`src/rtl/bert_pkg.sv`:
```
package bert_pkg;
  localparam logic [1:0] MODE_P15 = 2'd0;
  localparam logic [1:0] MODE_P23 = 2'd1;

  typedef struct packed {
    logic step;   // one bit time elapses
    logic track;  // receiver locked: history follows predictions
    logic count;  // bit is counted
    logic latch;  // move counts to holds
    logic flip;   // invert the bit being transmitted
  } bertStrobe_t;
endpackage

```
`src/rtl/bert_ctrl.sv`:
```
module bert_ctrl import bert_pkg::*; #(
  parameter int SYNC_BITS = 32,
  parameter int WIN_BITS  = 64,
  parameter int LOSS_ERRS = 6
) (
  input  logic        clk,
  input  logic        rstN,
  input  logic        bitEn,
  input  logic        injOne,
  input  logic        rateEn,
  input  logic [2:0]  rateExp,
  input  logic        latchCmd,
  input  logic        mismatch,
  output bertStrobe_t strobe,
  output logic        inSync
);
  localparam int RUN_W  = $clog2(SYNC_BITS + 1);
  localparam int WIN_W  = $clog2(WIN_BITS + 1);
  localparam int ERR_W  = $clog2(LOSS_ERRS + 1);
  localparam int RATE_W = 24;

  logic              syncQ;
  logic [RUN_W-1:0]  runCnt;
  logic [WIN_W-1:0]  winCnt;
  logic [ERR_W-1:0]  winErr, winErrNext;
  logic              pend;
  logic [RATE_W-1:0] rateCnt, rateLimit;
  logic              rateHit;

  always_comb begin
    case (rateExp)
      3'd2:    rateLimit = RATE_W'(99);
      3'd3:    rateLimit = RATE_W'(999);
      3'd4:    rateLimit = RATE_W'(9999);
      3'd5:    rateLimit = RATE_W'(99999);
      3'd6:    rateLimit = RATE_W'(999999);
      3'd7:    rateLimit = RATE_W'(9999999);
      default: rateLimit = RATE_W'(9);
    endcase
  end

  assign rateHit    = rateEn && (rateCnt == rateLimit);
  assign winErrNext = winErr + ERR_W'(mismatch);

  always_comb begin
    strobe.step  = bitEn;
    strobe.track = syncQ;
    strobe.count = bitEn && syncQ;
    strobe.latch = latchCmd;
    strobe.flip  = bitEn && (pend || injOne || rateHit);
  end

  assign inSync = syncQ;

  always_ff @(posedge clk) begin
    if (!rstN) begin
      pend    <= 1'b0;
      rateCnt <= '0;
    end else begin
      pend <= (pend || injOne) && !bitEn;
      if (!rateEn)    rateCnt <= '0;
      else if (bitEn) rateCnt <= rateHit ? '0 : rateCnt + 1'b1;
    end
  end

  always_ff @(posedge clk) begin
    if (!rstN) begin
      syncQ  <= 1'b0;
      runCnt <= '0;
      winCnt <= '0;
      winErr <= '0;
    end else if (bitEn) begin
      if (!syncQ) begin
        if (mismatch) begin
          runCnt <= '0;
        end else if (runCnt == RUN_W'(SYNC_BITS - 1)) begin
          syncQ  <= 1'b1;
          runCnt <= '0;
          winCnt <= '0;
          winErr <= '0;
        end else begin
          runCnt <= runCnt + 1'b1;
        end
      end else begin
        if (winErrNext >= ERR_W'(LOSS_ERRS)) begin
          syncQ  <= 1'b0;
          runCnt <= '0;
        end else if (winCnt == WIN_W'(WIN_BITS - 1)) begin
          winCnt <= '0;
          winErr <= '0;
        end else begin
          winCnt <= winCnt + 1'b1;
          winErr <= winErrNext;
        end
      end
    end
  end
endmodule

```
`src/rtl/bert_datapath.sv`:
```
module bert_datapath import bert_pkg::*; #(
  parameter int PAT_W = 32,
  parameter int CNT_W = 32,
  parameter int LEN_W = $clog2(PAT_W)
) (
  input  logic             clk,
  input  logic             rstN,
  input  bertStrobe_t      strobe,
  input  logic [1:0]       modeSel,
  input  logic [PAT_W-1:0] patWord,
  input  logic [LEN_W-1:0] patLen,
  input  logic             rxData,
  output logic             txData,
  output logic             mismatch,
  output logic [CNT_W-1:0] bitCnt,
  output logic [CNT_W-1:0] errCnt,
  output logic [CNT_W-1:0] bitHold,
  output logic [CNT_W-1:0] errHold
);
  localparam int HIST_W = (PAT_W > 23) ? PAT_W : 23;

  logic [14:0]       lfsr15;
  logic [22:0]       lfsr23;
  logic [LEN_W-1:0]  pos;
  logic [HIST_W-1:0] hist;
  logic              genBit, expBit;

  always_comb begin
    case (modeSel)
      MODE_P15: begin genBit = lfsr15[14]; expBit = hist[14] ^ hist[13]; end
      MODE_P23: begin genBit = lfsr23[22]; expBit = hist[22] ^ hist[17]; end
      default:  begin genBit = patWord[pos]; expBit = hist[patLen]; end
    endcase
  end

  assign mismatch = rxData ^ expBit;

  always_ff @(posedge clk) begin
    if (!rstN) begin
      lfsr15 <= '1;
      lfsr23 <= '1;
      pos    <= '0;
      txData <= 1'b0;
      hist   <= '0;
    end else if (strobe.step) begin
      lfsr15 <= {lfsr15[13:0], lfsr15[14] ^ lfsr15[13]};
      lfsr23 <= {lfsr23[21:0], lfsr23[22] ^ lfsr23[17]};
      pos    <= (pos == patLen) ? '0 : pos + 1'b1;
      txData <= genBit ^ strobe.flip;
      hist   <= {hist[HIST_W-2:0], strobe.track ? expBit : rxData};
    end
  end

  always_ff @(posedge clk) begin
    if (!rstN) begin
      bitCnt  <= '0;
      errCnt  <= '0;
      bitHold <= '0;
      errHold <= '0;
    end else if (strobe.latch) begin
      bitHold <= bitCnt;
      errHold <= errCnt;
      bitCnt  <= CNT_W'(strobe.count);
      errCnt  <= CNT_W'(strobe.count && mismatch);
    end else if (strobe.count) begin
      if (!(&bitCnt))             bitCnt <= bitCnt + 1'b1;
      if (mismatch && !(&errCnt)) errCnt <= errCnt + 1'b1;
    end
  end
endmodule

```
`src/rtl/bert_top.sv`:
```
module bert_top import bert_pkg::*; #(
  parameter int PAT_W     = 32,
  parameter int CNT_W     = 32,
  parameter int SYNC_BITS = 32,
  parameter int WIN_BITS  = 64,
  parameter int LOSS_ERRS = 6,
  parameter int LEN_W     = $clog2(PAT_W)
) (
  input  logic             clk,
  input  logic             rstN,
  input  logic             bitEn,
  input  logic [1:0]       modeSel,
  input  logic [PAT_W-1:0] patWord,
  input  logic [LEN_W-1:0] patLen,
  input  logic             rxData,
  input  logic             injOne,
  input  logic             rateEn,
  input  logic [2:0]       rateExp,
  input  logic             latchCmd,
  output logic             txData,
  output logic             inSync,
  output logic [CNT_W-1:0] bitHold,
  output logic [CNT_W-1:0] errHold
);
  bertStrobe_t      strobe;
  logic             mismatch;
  logic [CNT_W-1:0] bitCnt, errCnt;

  bert_ctrl #(
    .SYNC_BITS(SYNC_BITS), .WIN_BITS(WIN_BITS), .LOSS_ERRS(LOSS_ERRS)
  ) u_ctrl (
    .clk(clk), .rstN(rstN), .bitEn(bitEn), .injOne(injOne),
    .rateEn(rateEn), .rateExp(rateExp), .latchCmd(latchCmd),
    .mismatch(mismatch), .strobe(strobe), .inSync(inSync)
  );

  bert_datapath #(
    .PAT_W(PAT_W), .CNT_W(CNT_W), .LEN_W(LEN_W)
  ) u_dp (
    .clk(clk), .rstN(rstN), .strobe(strobe), .modeSel(modeSel),
    .patWord(patWord), .patLen(patLen), .rxData(rxData),
    .txData(txData), .mismatch(mismatch), .bitCnt(bitCnt),
    .errCnt(errCnt), .bitHold(bitHold), .errHold(errHold)
  );
endmodule

```
`config.mk`:
```
export PLATFORM = sky130hd
export DESIGN_NAME = bert_top
export DESIGN_NICKNAME = d
export VERILOG_FILES = /design/src/rtl/bert_pkg.sv /design/src/rtl/bert_ctrl.sv /design/src/rtl/bert_datapath.sv /design/src/rtl/bert_top.sv
export SDC_FILE = /design/constraint.sdc
export NUM_CORES = 1
export LEC_CHECK = 0
export ABC_AREA = 1
export BUFFER_PORTS_ARGS = -buffer_cell sky130_fd_sc_hd__buf_2
export CORE_UTILIZATION = 35
export CTS_CLUSTER_SIZE = 40
export DETAILED_ROUTE_END_ITERATION = 16
export GPL_ROUTABILITY_DRIVEN = 0
export PLACE_DENSITY = 0.63
export SLEW_MARGIN = 0
export SYNTH_ARGS = -nofsm -noshare
export SYNTH_HDL_FRONTEND = slang
export SYNTH_SLANG_ARGS = --single-unit
export TNS_END_PERCENT = 30
```
`constraint.sdc`:
```
create_clock -name clk -period 3.5 [get_ports clk]
set_input_delay 0.175 -clock clk [delete_from_list [all_inputs] [get_ports clk]]
set_output_delay 0.175 -clock clk [all_outputs]
set_load 0.01 [all_outputs]
```
Word-level counts from Yosys, hierarchy flattened --
Cells that the tools add are included.
Word-level totals: output and inout port bits 66, bits in registers 246
Operators by class: mux-type cells 34, magnitude comparators 3, eq/ne operators 15, bitwise operators 8, reduce and logical (&&, ||, !) cells 24, add/sub/neg operators 7
Operators with widths (number):
- 24-bit one-hot mux with 6 select lines | 1
- 32-bit by 1-bit adder with 32-bit output, second input constant | 2
- 32-bit AND reduction | 2
- 7-bit 2-to-1 mux | 5
- 24-bit by 1-bit adder with 24-bit output, second input constant | 1
- 24-bit == test | 1
- 24-bit 2-to-1 mux | 1
- 6-bit 2-to-1 mux | 4
- 3-bit 2-to-1 mux | 5
- 1-bit 2-to-1 mux | 13
- 3-bit == test, second input constant | 4
- 5-bit by 6-bit < comparator with 1-bit output, second input constant | 2
- 2-bit AND reduction | 6
- 1-bit binary-select mux with 5-bit select | 2
- 2-bit inequality test, second input constant | 4
- 7-bit by 1-bit adder with 7-bit output, second input constant | 1
- 7-bit by 6-bit == test with 1-bit output, second input constant | 1
- 6-bit by 1-bit adder with 6-bit output, second input constant | 1
- 3-bit by 2-bit == test with 1-bit output, second input constant | 2
- 6-bit by 5-bit == test with 1-bit output, second input constant | 1
- 1-bit logical AND | 6
- 2-bit nonzero test | 3
- 1-bit XOR | 6
- 5-bit by 1-bit adder with 5-bit output, second input constant | 1
- 12 further kinds | 16

Logic depth before layout (Yosys ltp) --
Gate-level depths: netlist of run 1.
depth in word-level cells 8, mapped depth 23, depth with buffers taken out 21

Cells and area by module --
Synthesis of run 1 repeated with hierarchy kept, for this count alone.
Second synthesis, totals: cells, all modules 1775, area, all modules 12124.1 um^2
By module, submodules not included:
- bert_datapath | times used 1, cells an instance 1336, area an instance 9392.8 um^2, seq. area each 4083.9 um^2
- bert_ctrl | times used 1, cells an instance 439, area an instance 2731.4 um^2, seq. area each 840.8 um^2

Least setup slack after synthesis of run 1 --
OpenSTA, ideal clock, no wires.
path type input port to flip-flop, start point input port patLen[0], end point register u_ctrl.winCnt[6], path buffers 3, data required time 3389 ps, cell stages on the path 22, data arrival time 2282 ps, setup slack 1108 ps, path through buf_6 > buf_4 > nand2_1 > nand3_1 > nand3_1 > nand2_1 > nand2_1 > nand3_1 > nand3_2 > nand2_2 > nand2_1 > nand2_1 > ha_1 > ha_1 > xor2_1 > nand2_1 > o21ai_0 > inv_1 > clkbuf_1 > nand4_1 > nand3_1 > inv_1
On the way: word-level cells in the longest chain between the ends 8, elaborated cells on any way between the ends 9, classes of those cells add/sub (1); order compare (1); eq/ne (2); mux (3); bitwise (1); reduce/logical (1)
Ends and longest elaborated chain:
- start, declared | line bert_top.sv:14 | input logic [LEN_W-1:0] patLen,
- 1-bit binary-select mux with 5-bit select * | line bert_datapath.sv:32 | default: begin genBit = patWord[pos]; expBit = hist[patLen]; end
- 1-bit 2-to-1 mux (implied by the code) * | line bert_datapath.sv:32
- 1-bit one-hot mux with 2 select lines * | line bert_datapath.sv:29 | case (modeSel)
- 1-bit XOR * | line bert_datapath.sv:36 | assign mismatch = rxData ^ expBit;
- 3-bit by 1-bit adder with 3-bit output | line bert_ctrl.sv:43 | assign winErrNext = winErr + ERR_W'(mismatch);
- 3-bit greater-or-equal comparator | line bert_ctrl.sv:85 | if (winErrNext >= ERR_W'(LOSS_ERRS)) begin
- 2-bit inequality test (no source line)
- 4-bit AND reduction (no source line) *
- end signal, assigned | line bert_ctrl.sv:92 | winCnt <= winCnt + 1'b1;
- end, declared | line bert_ctrl.sv:24 | logic [WIN_W-1:0] winCnt;
Every way passes the cells marked *; elsewhere a longest branch is shown, timed or not. The select of a mux whose other input is x is not followed. A chain may end at the register's enable or synchronous reset.

Worst setup path after layout of run 1 --
start point register u_dp.errCnt[5], end point register u_dp.errCnt[8]
On the way: word-level cells in the longest chain between the ends 4, elaborated cells on any way between the ends 5, classes of those cells add/sub (1); reduce/logical (4)
Ends and longest elaborated chain:
- start, declared | line bert_datapath.sv:16 | output logic [CNT_W-1:0] errCnt,
- start signal, assigned | line bert_datapath.sv:64 | errCnt <= CNT_W'(strobe.count && mismatch);
- start signal, assigned | line bert_datapath.sv:67 | if (mismatch && !(&errCnt)) errCnt <= errCnt + 1'b1;
- branches (longest 4 deep; another with 32-bit by 1-bit adder with 32-bit output)
Parallel ways; which one is timed is not known.

==> summary.md, run 1 <==
| Metric | Value |
|---|---|
| Num ports | 115 |
| Fraction of registers with async set/reset | 0% |
| Final hold violations | 0 |
| Antenna violations before repair | 0 |
| Yosys cell types | 48 |
| Final ANT Viol Nets | 0 |
| Post-DR vias/cell | between 5 and 6 |
| # H-tree levels | 1 |
| Ys Warns | 0 |
| Crit share post-route | about four fifths |
| WHS | 101 ps |
| Most instantiated cells after synthesis | nand2_1 (402), nor2_1 (250), dfxtp_1 (246), o21ai_0 (156), inv_1 (146) |
| Tmin final | 2800 ps |
| Starting DRT DRC Count | 833 |
| Layout net count | 1881 |
| Synth area leaders | dfxtp_1 (41%), nand2_1 (13%), nor2_1 (7.9%), o21ai_0 (6.6%), a21oi_1 (5.0%) |
| Worst slew pin tran | 841 ps |
| Hold Crit Class | primary input to register |
| Synth Register Bits | 246 |
| Layout fillers | 3495 |
| Family with the most delay on the worst path | simple AND/OR/NAND/NOR gates |
| Wire per inst | 13.4 um |
| Status | completed |
| Syn_nets | 1801 |
| Vias in the first global route | 10200 |
| Crit path cell chain | inv_1 -> nor2_1 -> nand3_2 -> nor2_2 -> nand4_1 -> o21ai_1 -> inv_1 -> nand3_2 -> inv_2 -> o21ai_0 -> a21oi_1 |
| Dpl hpwl | between 20000 and 25000 um |
| Max-slew violation count | 0 |
| Post-CTS setup repair buffer count | 0 |
| Tot Pwr | just over 6 mW |
| 1st-pass router iterations | 5 |
| LEAKAGE | approximately 5.5 nW |
| Peak VDD IR | 0.329 mV |
| DRC viols | 0 |
| Port-buffer cells | 114 |
| Final wirelength | a little over 30000 um |
| First-pass GRT wire length | 50900 um |
| Worst Path Required | a little under 4000 ps |
| CTS Buffer Depth | 3 |
| Post_cts resized | 0 |
| Largest net degree at the start of global routing | 96 |
| Post-Route Skew | between 10 and 15 ps |
| Post-synthesis sequential area ratio | about two fifths |
| P per Cell Area | 455 mW/mm^2 |
| Cell taking the most area after synthesis | dfxtp_1 |
| Reg area | between 0.004 and 0.005 mm^2 |
| Initial Utilization | between 30% and 40% |
| Setup CP Type | register to register |
| Critical-path top delay cell | nand3_2 |
| Share of the synthesized area in the top cell type | 41.4% |
| Mapped Cells | 1744 |
| Clock slew seen by the registers of the worst setup and hold paths | 60 ps |
| Area of the multi-input gates | 0.00604 mm^2 |
| Die H | 186 um |
| Area growth, synth to finish | 14.6% |
| CTS Root Cell | clkbuf_16 |
| Mapped cell area | between 0.01 and 0.015 mm^2 |
| CTS tree | built |
| Post-synth top flop | dfxtp_1 |
| Largest stage delay, worst path | 470 ps |
| Rows | 67 |
| Rel. slew slack | 44.0% |
| Sinks on Clock Net | 246 |
| Total CTS buffers | 27 |
| Worst-Skew Late Latency | 540 ps |
| Buf+Inv Stages, Crit Path | 3 |
| DIE WIDTH | roughly 190 um |
| Sum Neg Setup Slack | 0 ps |
| FMAX | 357 MHz |
| CP arrival | around 3200 ps |
| Via count | between 10000 and 15000 |
| RSZ-0062 raised after global routing | false |
| ANT cells | 0 |
| CP max FO | 31 |
| Layout cells sized above 1 | a little over a tenth |
| Worst setup EP type | register |
| Worst setup SP type | register |
| Max cap viols | 0 |
| Die ar. | 0.0347 mm^2 |
| Post-synth EDFFs | 0 |
| Core footprint | 0.0334 mm^2 |
| Most numerous cell in the Yosys netlist | nand2_1 |
| Final setup viols | 0 |
| Post-synthesis average cell area | 6.82 um^2 |
| Gr usage total | 17.2% |
| Overflow after GRT | 0 |
## path summary, 6_finish.rpt
| path | start | endpoint | slack, ps | cells past startpoint |
|---|---|---|---|---|
| setup / recovery | u_dp.errCnt[5] | u_dp.errCnt[8] | 700 | 11 |
| hold / removal | rstN | u_dp.lfsr23[10] | 100 | 2 |
| setup reg to reg | u_dp.errCnt[5] | u_dp.errCnt[8] | 700 | 11 |
| hold reg to reg | u_dp.lfsr23[13] | u_dp.lfsr23[13] | 450 | 2 |
## worst register-to-register path: cells and delay by family (launching register included)
kind                   cells  cell delay, ps
and+or+nand+nor            5            1170
buffers and inverters      3             630
AOI/OAI and AO/OA          3             460
DFF                        1             410
## repair_timing
action / 4_1_cts / 5_1_grt
hold endpoints to repair: 2 / 0
endpoints found under the setup margin: 0 / 0
hold buffers: 2 / 0
## registers in the layout, summed over array words and instances (netlist names)
register / flops
u_ctrl.winCnt: 7
u_ctrl.winErr: 3
u_dp.pos: 5
u_dp.errCnt: 32
u_ctrl.runCnt: 6
u_dp.errHold: 32
u_dp.bitHold: 32
u_ctrl.inSync: 1
u_dp.lfsr23: 23
u_ctrl.rateCnt: 24
u_ctrl.pend: 1
u_dp.hist: 32
u_dp.lfsr15: 15
u_dp.bitCnt: 32
u_dp.txData: 1
## area by class of cell
type	instances	share of cell area, %
Clock inverter	8	0.753
Tap cell	448	4.11
Clock buffer	34	5.45
Multi-Input combinational cell	1267	44.3
Inverter	155	4.29
Sequential cell	246	36.1
Timing Repair Buffer	127	4.96
## report_power, final
| group | leakage (nW) | switching, mW | internal (mW) |
|---|---|---|---|
| Combinational | 3.04 | 0.315 | 0.170 |
| Sequential | 2.01 | 0.0629 | 2.90 |
| Clock | 0.410 | 1.13 | 1.63 |
| Total | 5.46 | 1.50 | 4.70 |
## logic make-up (layout without fill, tap and decap cells)
logic type                 Yosys count  count (layout)  share of synthesized area (%)
AOI/OAI and AO/OA                  308             308                           13.6
xor gates and xnor gates            58              58                           4.27
adders and majority gates            8               8                          0.842
buffers and inverters              231             324                           7.84
DFF                                246             246                           41.4
muxes                                1               1                         0.0842
and+or+nand+nor                    892             892                           32.0
## cells in the final DEF (no fill, tap or decap), drive strengths merged, types with 34 or more instances in the layout
cell and n:
dfxtp 246, nor2 254, clkbuf 34, nand3 113, nand4 35, a21oi 119
o21ai 160, buf 125, xor2 51, nand2 406, inv 156, nor3 51
## per-stage QoR
step                      instance area [um^2]  setup slack [ps]  utilization [%]  instances
final                                    13600               703             40.7       2285
after global routing                     13600               468             40.7       2285
after floorplan                          11900              1110                -       1744
after global placement                   12800               699             38.2       2241
after CTS                                13600               735             40.7       2285
after detailed placement                 12800               550             38.2       2241
## routing by layer
layer	GRT usage (%)	vias up	wire length [um]
met4	3.88	0	446
met1	23.7	5201	14700
li1	-	5864	-
met5	0	-	0
met3	2.67	42	1810
met2	28.0	323	13700
Note: power is estimated with default switching activity, not from simulation.
==> run 2, diff against run 1 <==
--- a/config.mk
+++ b/config.mk
@@ -11,7 +11,7 @@
 export CTS_CLUSTER_SIZE = 40
 export DETAILED_ROUTE_END_ITERATION = 16
 export GPL_ROUTABILITY_DRIVEN = 0
-export PLACE_DENSITY = 0.63
+export PLACE_DENSITY = 0.65
 export SLEW_MARGIN = 0
 export SYNTH_ARGS = -nofsm -noshare
 export SYNTH_HDL_FRONTEND = slang
==> constraint.sdc (replaced) <==
create_clock -name clk -period 2.3 [get_ports clk]
set_input_delay 0.115 -clock clk [delete_from_list [all_inputs] [get_ports clk]]
set_output_delay 0.115 -clock clk [all_outputs]
set_load 0.01 [all_outputs]
==> run 2 against run 1 <==
Compared with the run above:
- the run now ends with negative setup slack left
- maximum frequency increased by 21%
- setup slack got worse by 710 ps
- non-clock buffer count increased by 68
- combinational power increased by 82%
- critical endpoint is now u_ctrl.winErr[1]
==> summary.md, run 2 (synthesized netlist as in run 1, its figures left out) <==
| Metric | Value |
|---|---|
| CP arrival | 2790 ps (was 3180 ps) |
| Buf+Inv Stages, Crit Path | 2 (was 3) |
| Final hold violations | 0 (unchanged) |
| Final setup viols | 4 (was 0) |
| # H-tree levels | 1 (unchanged) |
| Die ar. | 0.0347 mm^2 (unchanged) |
| Vias in the first global route | 11100 (was 10200) |
| RSZ-0062 raised after global routing | true (was false) |
| Critical-path top delay cell | dfxtp_2 (was nand3_2) |
| Area growth, synth to finish | 22.8% (was 14.6%) |
| Dpl cells | 2294 (was 2241) |
| Final wirelength | 32300 um (was 30700 um) |
| Initial Utilization | 35.6% (unchanged) |
| Layout net count | 1950 (was 1881) |
| Crit share post-route | 100% (was 79.9%) |
| Status | finished with violations (was completed) |
| Post-Route Skew | 16.5 ps (was 10.5 ps) |
| Worst Path Required | 2780 ps (was 3890 ps) |
| DIE WIDTH | 186 um (unchanged) |
| Setup slack after placement | -214 ps (was 550 ps) |
| CTS Buffer Depth | 3 (unchanged) |
| P per Cell Area | 706 mW/mm^2 (was 455 mW/mm^2) |
| 1st-pass router iterations | 6 (was 5) |
| Peak VDD IR | 0.531 mV (was 0.329 mV) |
| Worst setup SP type | register (unchanged) |
| Commonest non-fill, non-tap cells in the layout | nand2_1 (385), nor2_1 (249), dfxtp_1 (221) (was nand2_1 (402), nor2_1 (250), dfxtp_1 (246)) |
| Overflow after GRT | 0 (unchanged) |
| Total CTS buffers | 28 (was 27) |
| Clock slew seen by the registers of the worst setup and hold paths | 70 ps (was 60 ps) |
| Reg area | 0.00496 mm^2 (was 0.00492 mm^2) |
| FMAX | 433 MHz (was 357 MHz) |
| Port-buffer cells | 114 (unchanged) |
| Sinks on Clock Net | 246 (unchanged) |
| Most common cell after layout, fill and taps aside | nand2_1 (unchanged) |
| Max cap viols | 0 (unchanged) |
| Largest stage delay, worst path | 330 ps (was 470 ps) |
| Max-slew violation count | 0 (unchanged) |
| Tmin final | 2310 ps (was 2800 ps) |
| Area of the multi-input gates | 0.00622 mm^2 (was 0.00604 mm^2) |
| Gr usage total | 18.2% (was 17.2%) |
| Antenna violations before repair | 0 (unchanged) |
| Family with the most delay on the worst path | simple AND/OR/NAND/NOR gates (unchanged) |
| CP max FO | 4 (was 31) |
| CTS Root Cell | clkbuf_16 (unchanged) |
| Crit path cell chain | nand2_1 -> nand3_1 -> nand3_1 -> nand2_1 -> nand2_1 -> nand3b_1 -> nand3_2 -> nand2_2 -> nand2_2 -> nand2_2 -> ha_4 -> ha_4 -> xor2_4 -> nand2_2 -> o21ai_2 -> inv_2 -> buf_4 -> nand4_1 -> nand2_1 -> nor2_1 (was inv_1 -> nor2_1 -> nand3_2 -> nor2_2 -> nand4_1 -> o21ai_1 -> inv_1 -> nand3_2 -> inv_2 -> o21ai_0 -> a21oi_1) |
| Dpl hpwl | 21900 um (was 21300 um) |
| Layout cells sized above 1 | 17.5% (was 10.7%) |
| Fin cells | 2364 (was 2285) |
| First-pass GRT wire length | 54100 um (was 50900 um) |
| Rel. slew slack | 51.3% (was 44.0%) |
| Die H | 186 um (unchanged) |
| Via count | 11800 (was 11400) |
| Post-DR vias/cell | 5.01 (was 5.00) |
| Hold Crit Class | primary input to register (unchanged) |
| Final ANT Viol Nets | 0 (unchanged) |
| Worst setup EP type | register (unchanged) |
| CTS tree | built (unchanged) |
| Starting DRT DRC Count | 786 (was 833) |
| Num ports | 115 (unchanged) |
| Worst slew pin tran | 729 ps (was 841 ps) |
| LEAKAGE | 5.96 nW (was 5.46 nW) |
| Final WS setup | -7.92 ps (was 703 ps) |
| Layout fillers | 3444 (was 3495) |
| Violated checks | negative setup slack |
| Worst-Skew Late Latency | 550 ps (was 540 ps) |
| Wire per inst | 13.7 um (was 13.4 um) |
| Core footprint | 0.0334 mm^2 (unchanged) |
| DRC viols | 0 (unchanged) |
| Largest net degree at the start of global routing | 146 (was 96) |
| Setup CP Type | register to register (unchanged) |
| Rows | 67 (unchanged) |
[run 2: layout make-up]
| cell class | instances | share of cell area [%] |
|---|---|---|
| repair buffers | 195 | 8.49 |
| inverters | 155 | 4.00 |
| well taps | 448 | 3.84 |
| flip-flops and latches | 246 | 33.9 |
| clock buffers | 38 | 5.68 |
| clock inverters | 14 | 1.46 |
| diodes | 1 | 0.0171 |
| multi-input cells | 1267 | 42.6 |
[run 2: path summary, 6_finish.rpt]
kind / from / to / slack [ps] / depth (start not counted)
hold reg to reg: u_ctrl.winCnt[6] / u_ctrl.winCnt[6] / 450 / 2
setup / recovery: u_dp.hist[1] / u_ctrl.winErr[1] / -8 / 20
hold / removal: modeSel[1] / u_dp.txData / 80 / 6
setup reg to reg: u_dp.hist[1] / u_ctrl.winErr[1] / -8 / 20
[run 2: per-stage QoR]
stage,setup TNS [ps],util [%],power (mW),hold slack (ps),cell area (um^2)
global route,-2450,43.7,10.8,96.1,14600
CTS,-176,43.1,10.4,60.7,14400
floorplan,0,-,5.09,257,11900
finish,-17.2,43.7,10.3,76.0,14600
global placement,-992,39.5,5.38,370,13200
detailed placement,-2190,39.5,5.40,370,13200
[run 2: power breakdown]
group          internal (mW)  total (mW)  leakage, nW  switching [mW]
clock network           3.09        4.95        0.507            1.85
logic                  0.343       0.881         3.44           0.538
registers               4.41        4.49         2.02          0.0824
total                   7.84        10.3         5.96            2.47
[run 2: per-layer routing]
layer | wire length [um] | part of all wire (%) | vias up | global-route usage [%]
li1 | - | - | 6006 | -
met1 | 15200 | 47 | 5452 | 24.7
met2 | 14800 | 46 | 331 | 30.1
met3 | 1850 | 5.7 | 45 | 2.86
met4 | 486 | 1.5 | 0 | 4.48
met5 | 0 | 0 | - | 0
[run 2: worst min-delay path, stage by stage]
cell and delay (ps):
buf_2 140, nand2_1 90, nand3_1 80, nand3_1 80
nand2_1 50, inv_1 40
[run 2: repair_timing]
item / 4_1_cts / 5_1_grt
setup endpoints to repair: 11 / 53
pin swaps: 15 / 22
buffers inserted: 13 / 2
endpoints found under the hold margin: 2 / 0
gates resized for setup: 25 / 47
hold buffers: 2 / 0
